`config.mk`:
```
export PLATFORM = sky130hd
export DESIGN_NAME = multicart_or_mapper
export DESIGN_NICKNAME = d
export VERILOG_FILES = /design/src/rtl/mcor_pkg.sv /design/src/rtl/mcor_cfg_gate.sv /design/src/rtl/mcor_outer_mask.sv /design/src/rtl/mcor_bank_merge.sv /design/src/rtl/multicart_or_mapper.sv
export SDC_FILE = /design/constraint.sdc
export NUM_CORES = 1
export LEC_CHECK = 0
export ABC_AREA = 1
export BUFFER_PORTS_ARGS = -buffer_cell sky130_fd_sc_hd__buf_2
export CORE_UTILIZATION = 30
export DETAILED_ROUTE_END_ITERATION = 6
export GPL_TIMING_DRIVEN = 0
export PLACE_DENSITY_LB_ADDON = 0.25
export REMOVE_ABC_BUFFERS = 1
export SETUP_SLACK_MARGIN = 0.02
export SLEW_MARGIN = 0
export SYNTH_ARGS = -nofsm -noshare
export SYNTH_HDL_FRONTEND = slang
export SYNTH_SLANG_ARGS = --single-unit
```
`constraint.sdc`:
```
create_clock -name clk -period 1 [get_ports clk]
set_input_delay 0.2 -clock clk [delete_from_list [all_inputs] [get_ports clk]]
set_output_delay 0.2 -clock clk [all_outputs]
set_load 0.01 [all_outputs]
```
`src/rtl/mcor_pkg.sv`:
```
package mcor_pkg;
   typedef enum logic {
      CFG_LOCKED = 1'b0,
      CFG_OPEN   = 1'b1
   } cfg_state_t;

   function automatic logic addr_hit(input logic [15:0] a, input logic [15:0] target);
      return a == target;
   endfunction
endpackage

```
`src/rtl/mcor_cfg_gate.sv`:
```
module mcor_cfg_gate
   import mcor_pkg::*;
#(
   parameter int              DATA_W     = 8,
   parameter logic [15:0]     CTRL_ADDR  = 16'h1000,
   parameter logic [DATA_W-1:0] UNLOCK_KEY = 8'hA5,
   parameter logic [DATA_W-1:0] LOCK_KEY   = 8'h98
) (
   input  logic              clk,
   input  logic              rst_n,
   input  logic              wr_i,
   input  logic [15:0]       addr_i,
   input  logic [DATA_W-1:0] data_i,
   output logic              open_o
);
   generate
      if (UNLOCK_KEY == LOCK_KEY) begin : g_bad_keys
         $error("mcor_cfg_gate: unlock and lock keys must differ");
      end
   endgenerate

   cfg_state_t state_q;
   logic       ctrl_wr;

   assign ctrl_wr = wr_i && addr_hit(addr_i, CTRL_ADDR);

   always_ff @(posedge clk) begin
      if (!rst_n) begin
         state_q <= CFG_LOCKED;
      end else if (ctrl_wr && data_i == UNLOCK_KEY) begin
         state_q <= CFG_OPEN;
      end else if (ctrl_wr && data_i == LOCK_KEY) begin
         state_q <= CFG_LOCKED;
      end
   end

   assign open_o = (state_q == CFG_OPEN);

   AST_KEY_OPENS: assert property (@(posedge clk) disable iff (!rst_n)
      (ctrl_wr && data_i == UNLOCK_KEY) |=> open_o);
   AST_KEY_CLOSES: assert property (@(posedge clk) disable iff (!rst_n)
      (ctrl_wr && data_i == LOCK_KEY) |=> !open_o);
   AST_OTHER_BYTE_HOLDS: assert property (@(posedge clk) disable iff (!rst_n)
      (wr_i && addr_i == CTRL_ADDR && data_i != UNLOCK_KEY && data_i != LOCK_KEY)
      |=> $stable(open_o));
endmodule

```
`src/rtl/mcor_outer_mask.sv`:
```
module mcor_outer_mask
   import mcor_pkg::*;
#(
   parameter int          DATA_W      = 8,
   parameter int          BANK_W      = 8,
   parameter logic [15:0] LATCH_ADDR  = 16'h2000,
   parameter logic [15:0] COMMIT_ADDR = 16'h7000
) (
   input  logic              clk,
   input  logic              rst_n,
   input  logic              wr_i,
   input  logic [15:0]       addr_i,
   input  logic [DATA_W-1:0] data_i,
   input  logic              open_i,
   output logic [BANK_W-1:0] mask_o
);
   generate
      if (BANK_W > DATA_W) begin : g_bad_width
         $error("mcor_outer_mask: bank wider than data bus");
      end
   endgenerate

   logic [DATA_W-1:0] side_q;
   logic [BANK_W-1:0] mask_q;
   logic              latch_wr;
   logic              commit_wr;

   assign latch_wr  = wr_i && addr_hit(addr_i, LATCH_ADDR);
   assign commit_wr = wr_i && addr_hit(addr_i, COMMIT_ADDR);

   always_ff @(posedge clk) begin
      if (!rst_n) begin
         side_q <= '0;
      end else if (latch_wr) begin
         side_q <= data_i;
      end
   end

   always_ff @(posedge clk) begin
      if (!rst_n) begin
         mask_q <= '0;
      end else if (commit_wr && open_i) begin
         mask_q <= side_q[BANK_W-1:0];
      end
   end

   assign mask_o = mask_q;

   AST_LATCH_TAKES_BYTE: assert property (@(posedge clk) disable iff (!rst_n)
      latch_wr |=> side_q == $past(data_i));
   AST_COMMIT_COPIES: assert property (@(posedge clk) disable iff (!rst_n)
      (commit_wr && open_i) |=> mask_o == $past(side_q[BANK_W-1:0]));
   AST_COMMIT_LOCKED: assert property (@(posedge clk) disable iff (!rst_n)
      (commit_wr && !open_i) |=> $stable(mask_o));
   AST_NO_STRAY_MASK: assert property (@(posedge clk) disable iff (!rst_n)
      !commit_wr |=> $stable(mask_o));
endmodule

```
`src/rtl/mcor_bank_merge.sv`:
```
module mcor_bank_merge #(
   parameter int BANK_W   = 8,
   parameter bit OR_FIXED = 1'b1
) (
   input  logic              fixed_sel_i,
   input  logic [BANK_W-1:0] inner_i,
   input  logic [BANK_W-1:0] mask_i,
   output logic [BANK_W-1:0] bank_o
);
   logic [BANK_W-1:0] base;

   assign base = fixed_sel_i ? '0 : inner_i;

   generate
      if (OR_FIXED) begin : g_or_all
         assign bank_o = base | mask_i;
      end else begin : g_or_switch
         assign bank_o = fixed_sel_i ? '0 : (base | mask_i);
      end
   endgenerate
endmodule

```
`src/rtl/multicart_or_mapper.sv`:
```
module multicart_or_mapper #(
   parameter int          DATA_W      = 8,
   parameter int          BANK_W      = 8,
   parameter int          RAM_W       = 4,
   parameter bit          OR_FIXED    = 1'b1,
   parameter logic [15:0] CTRL_ADDR   = 16'h1000,
   parameter logic [15:0] LATCH_ADDR  = 16'h2000,
   parameter logic [15:0] COMMIT_ADDR = 16'h7000,
   parameter logic [7:0]  UNLOCK_KEY  = 8'hA5,
   parameter logic [7:0]  LOCK_KEY    = 8'h98
) (
   input  logic              clk,
   input  logic              rst_n,
   input  logic              cpu_wr_i,
   input  logic [15:0]       cpu_addr_i,
   input  logic [DATA_W-1:0] cpu_data_i,
   input  logic [BANK_W-1:0] inner_bank_i,
   input  logic [RAM_W-1:0]  ram_bank_i,
   output logic [BANK_W-1:0] rom_bank_o,
   output logic [RAM_W-1:0]  ram_bank_o
);
   localparam int KEY_W = (DATA_W < 8) ? DATA_W : 8;

   generate
      if (DATA_W < 8) begin : g_bad_data
         $error("multicart_or_mapper: key bytes need an 8-bit data bus");
      end
      if (CTRL_ADDR == LATCH_ADDR || CTRL_ADDR == COMMIT_ADDR || LATCH_ADDR == COMMIT_ADDR) begin : g_bad_map
         $error("multicart_or_mapper: control addresses must be distinct");
      end
   endgenerate

   logic              cfg_open;
   logic [BANK_W-1:0] mask;
   logic              fixed_sel;

   mcor_cfg_gate #(
      .DATA_W    (DATA_W),
      .CTRL_ADDR (CTRL_ADDR),
      .UNLOCK_KEY(DATA_W'(UNLOCK_KEY[KEY_W-1:0])),
      .LOCK_KEY  (DATA_W'(LOCK_KEY[KEY_W-1:0]))
   ) u_gate (
      .clk   (clk),
      .rst_n (rst_n),
      .wr_i  (cpu_wr_i),
      .addr_i(cpu_addr_i),
      .data_i(cpu_data_i),
      .open_o(cfg_open)
   );

   mcor_outer_mask #(
      .DATA_W     (DATA_W),
      .BANK_W     (BANK_W),
      .LATCH_ADDR (LATCH_ADDR),
      .COMMIT_ADDR(COMMIT_ADDR)
   ) u_mask (
      .clk   (clk),
      .rst_n (rst_n),
      .wr_i  (cpu_wr_i),
      .addr_i(cpu_addr_i),
      .data_i(cpu_data_i),
      .open_i(cfg_open),
      .mask_o(mask)
   );

   assign fixed_sel = (cpu_addr_i[15:14] == 2'b00);

   mcor_bank_merge #(
      .BANK_W  (BANK_W),
      .OR_FIXED(OR_FIXED)
   ) u_merge (
      .fixed_sel_i(fixed_sel),
      .inner_i    (inner_bank_i),
      .mask_i     (mask),
      .bank_o     (rom_bank_o)
   );

   assign ram_bank_o = ram_bank_i;

   AST_MASK_BITS_SET: assert property (@(posedge clk) disable iff (!rst_n)
      (rom_bank_o & mask) == mask);
   AST_INNER_BITS_KEPT: assert property (@(posedge clk) disable iff (!rst_n)
      !fixed_sel |-> (rom_bank_o & inner_bank_i) == inner_bank_i);
   AST_RESET_MASK_CLEAR: assert property (@(posedge clk)
      !rst_n |=> mask == '0);
endmodule

```
; ---- After elaboration in Yosys (flattened, before gate mapping)
; Cells that the tools add are included.
[op_classes]
n_mux = 3
n_reduce_logical = 8
n_eq_ne = 5
bitwise_logic = 1
[ops]
columns = operator, n
row1 = $eq 16x13->1 const B, 1
row2 = $eq 16x14->1 const B, 1
row3 = $eq 16x15->1 const B, 1
row4 = $eq 8x8->1 const B, 2
row5 = $mux 8, 1
row6 = $or 8x8->8, 1
row7 = $logic_and 1x1->1, 6
row8 = $logic_not 2->1, 1
row9 = $mux 1, 2
row10 = $reduce_bool 2->1, 1
[totals]
inputBits = 39
out_inout_bits = 12
word_cells = 20
register_bits = 17

; ---- Longest topological paths before layout
[logic_depth]
ltp_word = 5
depth_mapped = 8
mapped_depth_nobuf = 7

; ---- Cells and area by module
; From an unflattened synthesis, not the netlist that was laid out.
[unflattened]
hier_cells = 213
hier_area_um2 = 1252.5
[modules_own_cells]
columns = mod, area_each_um2, n_inst, cells_per_inst
row1 = mcor_outer_mask, 925.9, 1, 144
row2 = mcor_cfg_gate, 198.9, 1, 39
row3 = mcor_bank_merge, 93.8, 1, 25
row4 = multicart_or_mapper, 33.8, 1, 5

; ---- Worst setup path after synthesis
; No wires, ideal clock.
[synth_timing]
kind = input to register
start = input cpu_addr_i[7]
end = register u_mask.side_q[0]
arrival_time_ps = 961
required_time_ps = 887
slack_ps = -75
cell_stages = 7
path_buffers = 1
setup_ps = 113
path_cell_list = nor2_1 nand2_1 nor2_4 nand3_4 buf_6 o21ai_1 nor2_1
[synth_via]
elab_chain_len = 2
[synth_rtl]
columns = element, line
row1 = from (decl), multicart_or_mapper.sv:15  ; input logic [15:0] cpu_addr_i,
row2 = $eq 16x14->1, mcor_pkg.sv:8  ; return a == target;
row3 = $logic_and 1x1->1, mcor_outer_mask.sv:28  ; assign latch_wr = wr_i && addr_hit(addr_i, LATCH_ADDR);
row4 = to (signal assigned), mcor_outer_mask.sv:35  ; side_q <= data_i;
row5 = to (decl), mcor_outer_mask.sv:23  ; logic [DATA_W-1:0] side_q;
; Every way passes these cells.
; A chain may end at the register's enable or synchronous reset.

; ---- Final worst setup path
[layout_timing]
start = register u_gate.state_q, in the netlist u_gate.open_o
end = register u_mask.mask_q[0], in the netlist u_mask.mask_o[0]
[layout_via]
elab_chain_len = 1
[layout_rtl]
columns = element, line
row1 = from (decl), mcor_cfg_gate.sv:22  ; cfg_state_t state_q;
row2 = from (signal assigned), mcor_cfg_gate.sv:29  ; state_q <= CFG_LOCKED;
row3 = from (signal assigned), mcor_cfg_gate.sv:31  ; state_q <= CFG_OPEN;
row4 = from (signal assigned), mcor_cfg_gate.sv:33  ; state_q <= CFG_LOCKED;
row5 = $logic_and 1x1->1, mcor_outer_mask.sv:42  ; end else if (commit_wr && open_i) begin
row6 = to (signal assigned), mcor_outer_mask.sv:43  ; mask_q <= side_q[BANK_W-1:0];
row7 = to (decl), mcor_outer_mask.sv:24  ; logic [BANK_W-1:0] mask_q;
; Every way passes these cells.

==> flow_metrics.env <==
export IMPL_status="finished with violations"
export IMPL_violations="setup timing"
export IMPL_yosys_area_top_type="dfxtp_1"
export IMPL_postLayoutCoreUtil_pct=50.8
export IMPL_yosys_warnings=0
export IMPL_setup_violations=16
export IMPL_cts_tree="yes"
export IMPL_syn_area_sq_um=1010
export IMPL_htree_levels=1
export IMPL_gp_congestion=0.715
export IMPL_num_rows=20
export IMPL_cts_root_buf="clkbuf_4"
export IMPL_cts_sinks=17
export IMPL_hold_class="in -> reg"
export IMPL_clk_path_buf_depth=2
export IMPL_synth_seq_area_share_pct=33.5
export IMPL_wl_per_cell_um=9.89
export IMPL_yosys_top_cells_area="dfxtp_1 (34%), inv_1 (13%), nand2_1 (13%), nor2_1 (11%), o21ai_1 (7.9%)"
export IMPL_maxSlewHeadroom_pct=76.4
export IMPL_grt_overflow_total=0
export IMPL_numCtsBuffers=3
export IMPL_rsz0062_at_grt="true"
export IMPL_path_class="reg -> reg"
export IMPL_die_height_um=60.2
export IMPL_fin_hold_ws_ns=0.156
export IMPL_hpwl_um=1430
export IMPL_start_util_pct=32.4
export IMPL_crit_arrival_ns=1.35
export IMPL_peakVddDrop_uv=347
export IMPL_final_cell_area_sq_um=1590
export IMPL_leakagePower_nw=0.837
export IMPL_firstDrtPassIters=4
export IMPL_port_buffers=42
export IMPL_cp_max_fo=8
export IMPL_placed_cell_area_sq_um=1220
export IMPL_hold_viol=0
export IMPL_cp_required_ns=1.20
export IMPL_nFillCells=328
export IMPL_min_period_ns=1.15
export IMPL_synthDistinctLibCells=20
export IMPL_avgSynthCellArea_sq_um=6.34
export IMPL_vias_per_cell=4.13
export IMPL_die_w_um=60.2
export IMPL_max_cap_violations=0
export IMPL_cts_clk_slew_worst_paths_ns=0.10
export IMPL_power_density_nw_per_um2=826
export IMPL_grt_pass1_wl_um=3820
export IMPL_worstMarginPinSlew_ns=0.355
export IMPL_drive_above_1_share_pct=50.7
export IMPL_ys_seq_elements=17
export IMPL_antenna_left=0
export IMPL_drcViolationCount=0
export IMPL_end_kind="flip-flop"
export IMPL_fmax_ghz=0.871
export IMPL_grt_usage_pct=14.5
export IMPL_fin_skew_ns=0.00153
export IMPL_area_growth_pct=56.7
export IMPL_core_area_sq_um=3130
export IMPL_antennaDiodeCount=0
export IMPL_first_iter_violations=25
export IMPL_grt_pass1_vias=965
export IMPL_drv_slew=0
export IMPL_totalWireLength_um=2620
export IMPL_insertion_delay_ns=0.30
export IMPL_fin_crit_sh_pct=115
export IMPL_layout_setup_ws_ns=-0.148
export IMPL_ios=51
export IMPL_antenna_found_initial=0
export IMPL_vias=1095
export IMPL_nNetsFinal=261
export IMPL_place_ws_ns=-0.293
export IMPL_die_area_sq_um=3620
export IMPL_synthCells=160
export IMPL_grt_max_degree=18
export IMPL_synth_top_area_share_pct=33.5
export IMPL_crit_path_start_kind="flip-flop"
-- power by group --
| group | switching, mW | internal [mW] |
|---|---|---|
| sequential | 0.00000233 | 0.676 |
| clock | 0.227 | 0.155 |
| combinational | 0.133 | 0.121 |
| total | 0.360 | 0.953 |
-- per-stage QoR --
step | power, mW | setup TNS, ns | cells
after floorplan | 0.774 | -0.347 | 153
after global placement | 0.882 | -4.38 | 239
after detailed placement | 0.884 | -4.26 | 239
after CTS | 1.26 | -1.49 | 257
after global routing | 1.38 | -2.79 | 265
final | 1.31 | -1.40 | 265
-- worst paths after layout --
kind | startpoint | to | slack (ns) | cells after the start
worst min register to register | u_mask.side_q[7] | u_mask.mask_o[7] | 0.49 | 2
worst max register to register | u_gate.open_o | u_mask.mask_o[0] | -0.15 | 5
worst max-delay path | u_gate.open_o | u_mask.mask_o[0] | -0.15 | 5
worst min-delay path | cpu_data_i[6] | u_mask.side_q[6] | 0.16 | 3
-- cell usage after synthesis, drive strengths merged --
master,instances
a21oi,1
buf,6
clkbuf,1
dfxtp,17
inv,37
nand2,41
nand3,3
nand3b,2
nand4,3
nor2,32
nor3,1
o21ai,16
-- timing repair --
item                       in CTS  in global routing
hold buffers                    0                  0
pin swaps                      15                 19
setup endpoints to repair      16                 24
resized for setup               7                 43
gates cloned                    1                  2
setup buffers                  13                  6
-- per-layer routing --
metal	vias to the layer above	GRT usage (%)	part of all wire (%)
li1	598	-	-
met1	469	14.9	44
met2	26	27.6	52
met3	2	3.03	3.5
met4	0	5.98	0.61
met5	-	0	0
-- cells in the final DEF, fill, tap and decap left out --
master    instances
buf_2            37
nand3_1           2
inv_1            26
nand2_2           9
buf_4            16
nor2_1           23
o21ai_1          10
o21ai_2           6
clkinv_4          1
nor2_2            5
nand4_1           3
inv_6             1
nand3_4           2
dfxtp_2           5
buf_6             7
a21oi_1           1
nand3b_1          1
nand2_4           2
nor3_4            1
dfxtp_1          12
clkbuf_4          3
nand2_1          30
buf_12            1
nor2_4            4
inv_2             9
clkbuf_1          1
nand3b_4          2
nand2_8           1
-- worst max-delay path, stage by stage, from the launching register on --
cell,delay [ns]
dfxtp_2,0.35
nand4_1,0.14
nor2_4,0.20
nand3b_4,0.16
o21ai_1,0.16
nor2_1,0.05
-- area by class of cell --
| class | instances | area [sq um] | share of cell area [%] |
|---|---|---|---|
| clock buffers | 4 | 26.3 | 1.65 |
| inverters | 37 | 149 | 9.36 |
| multi-input cells | 102 | 609 | 38.3 |
| flip-flops and latches | 17 | 347 | 21.8 |
| well taps | 44 | 55.1 | 3.46 |
| repair buffers | 61 | 404 | 25.4 |
-- state kept, by name, indices dropped and copies added, names as in the netlist --
register and count:
u_mask.mask_o 8, u_gate.open_o 1, u_mask.side_q 8
-- kinds of logic (layout without fill, tap and decap cells) --
logic type | after synthesis | in the layout | synth area share, %
AND/OR/NAND/NOR | 82 | 85 | 38.8
buffers and inverters | 44 | 102 | 19.2
AO/OA/AOI/OAI | 17 | 17 | 8.38
flip-flops | 17 | 17 | 33.5
No activity file was read; power rests on OpenSTA's default activity.
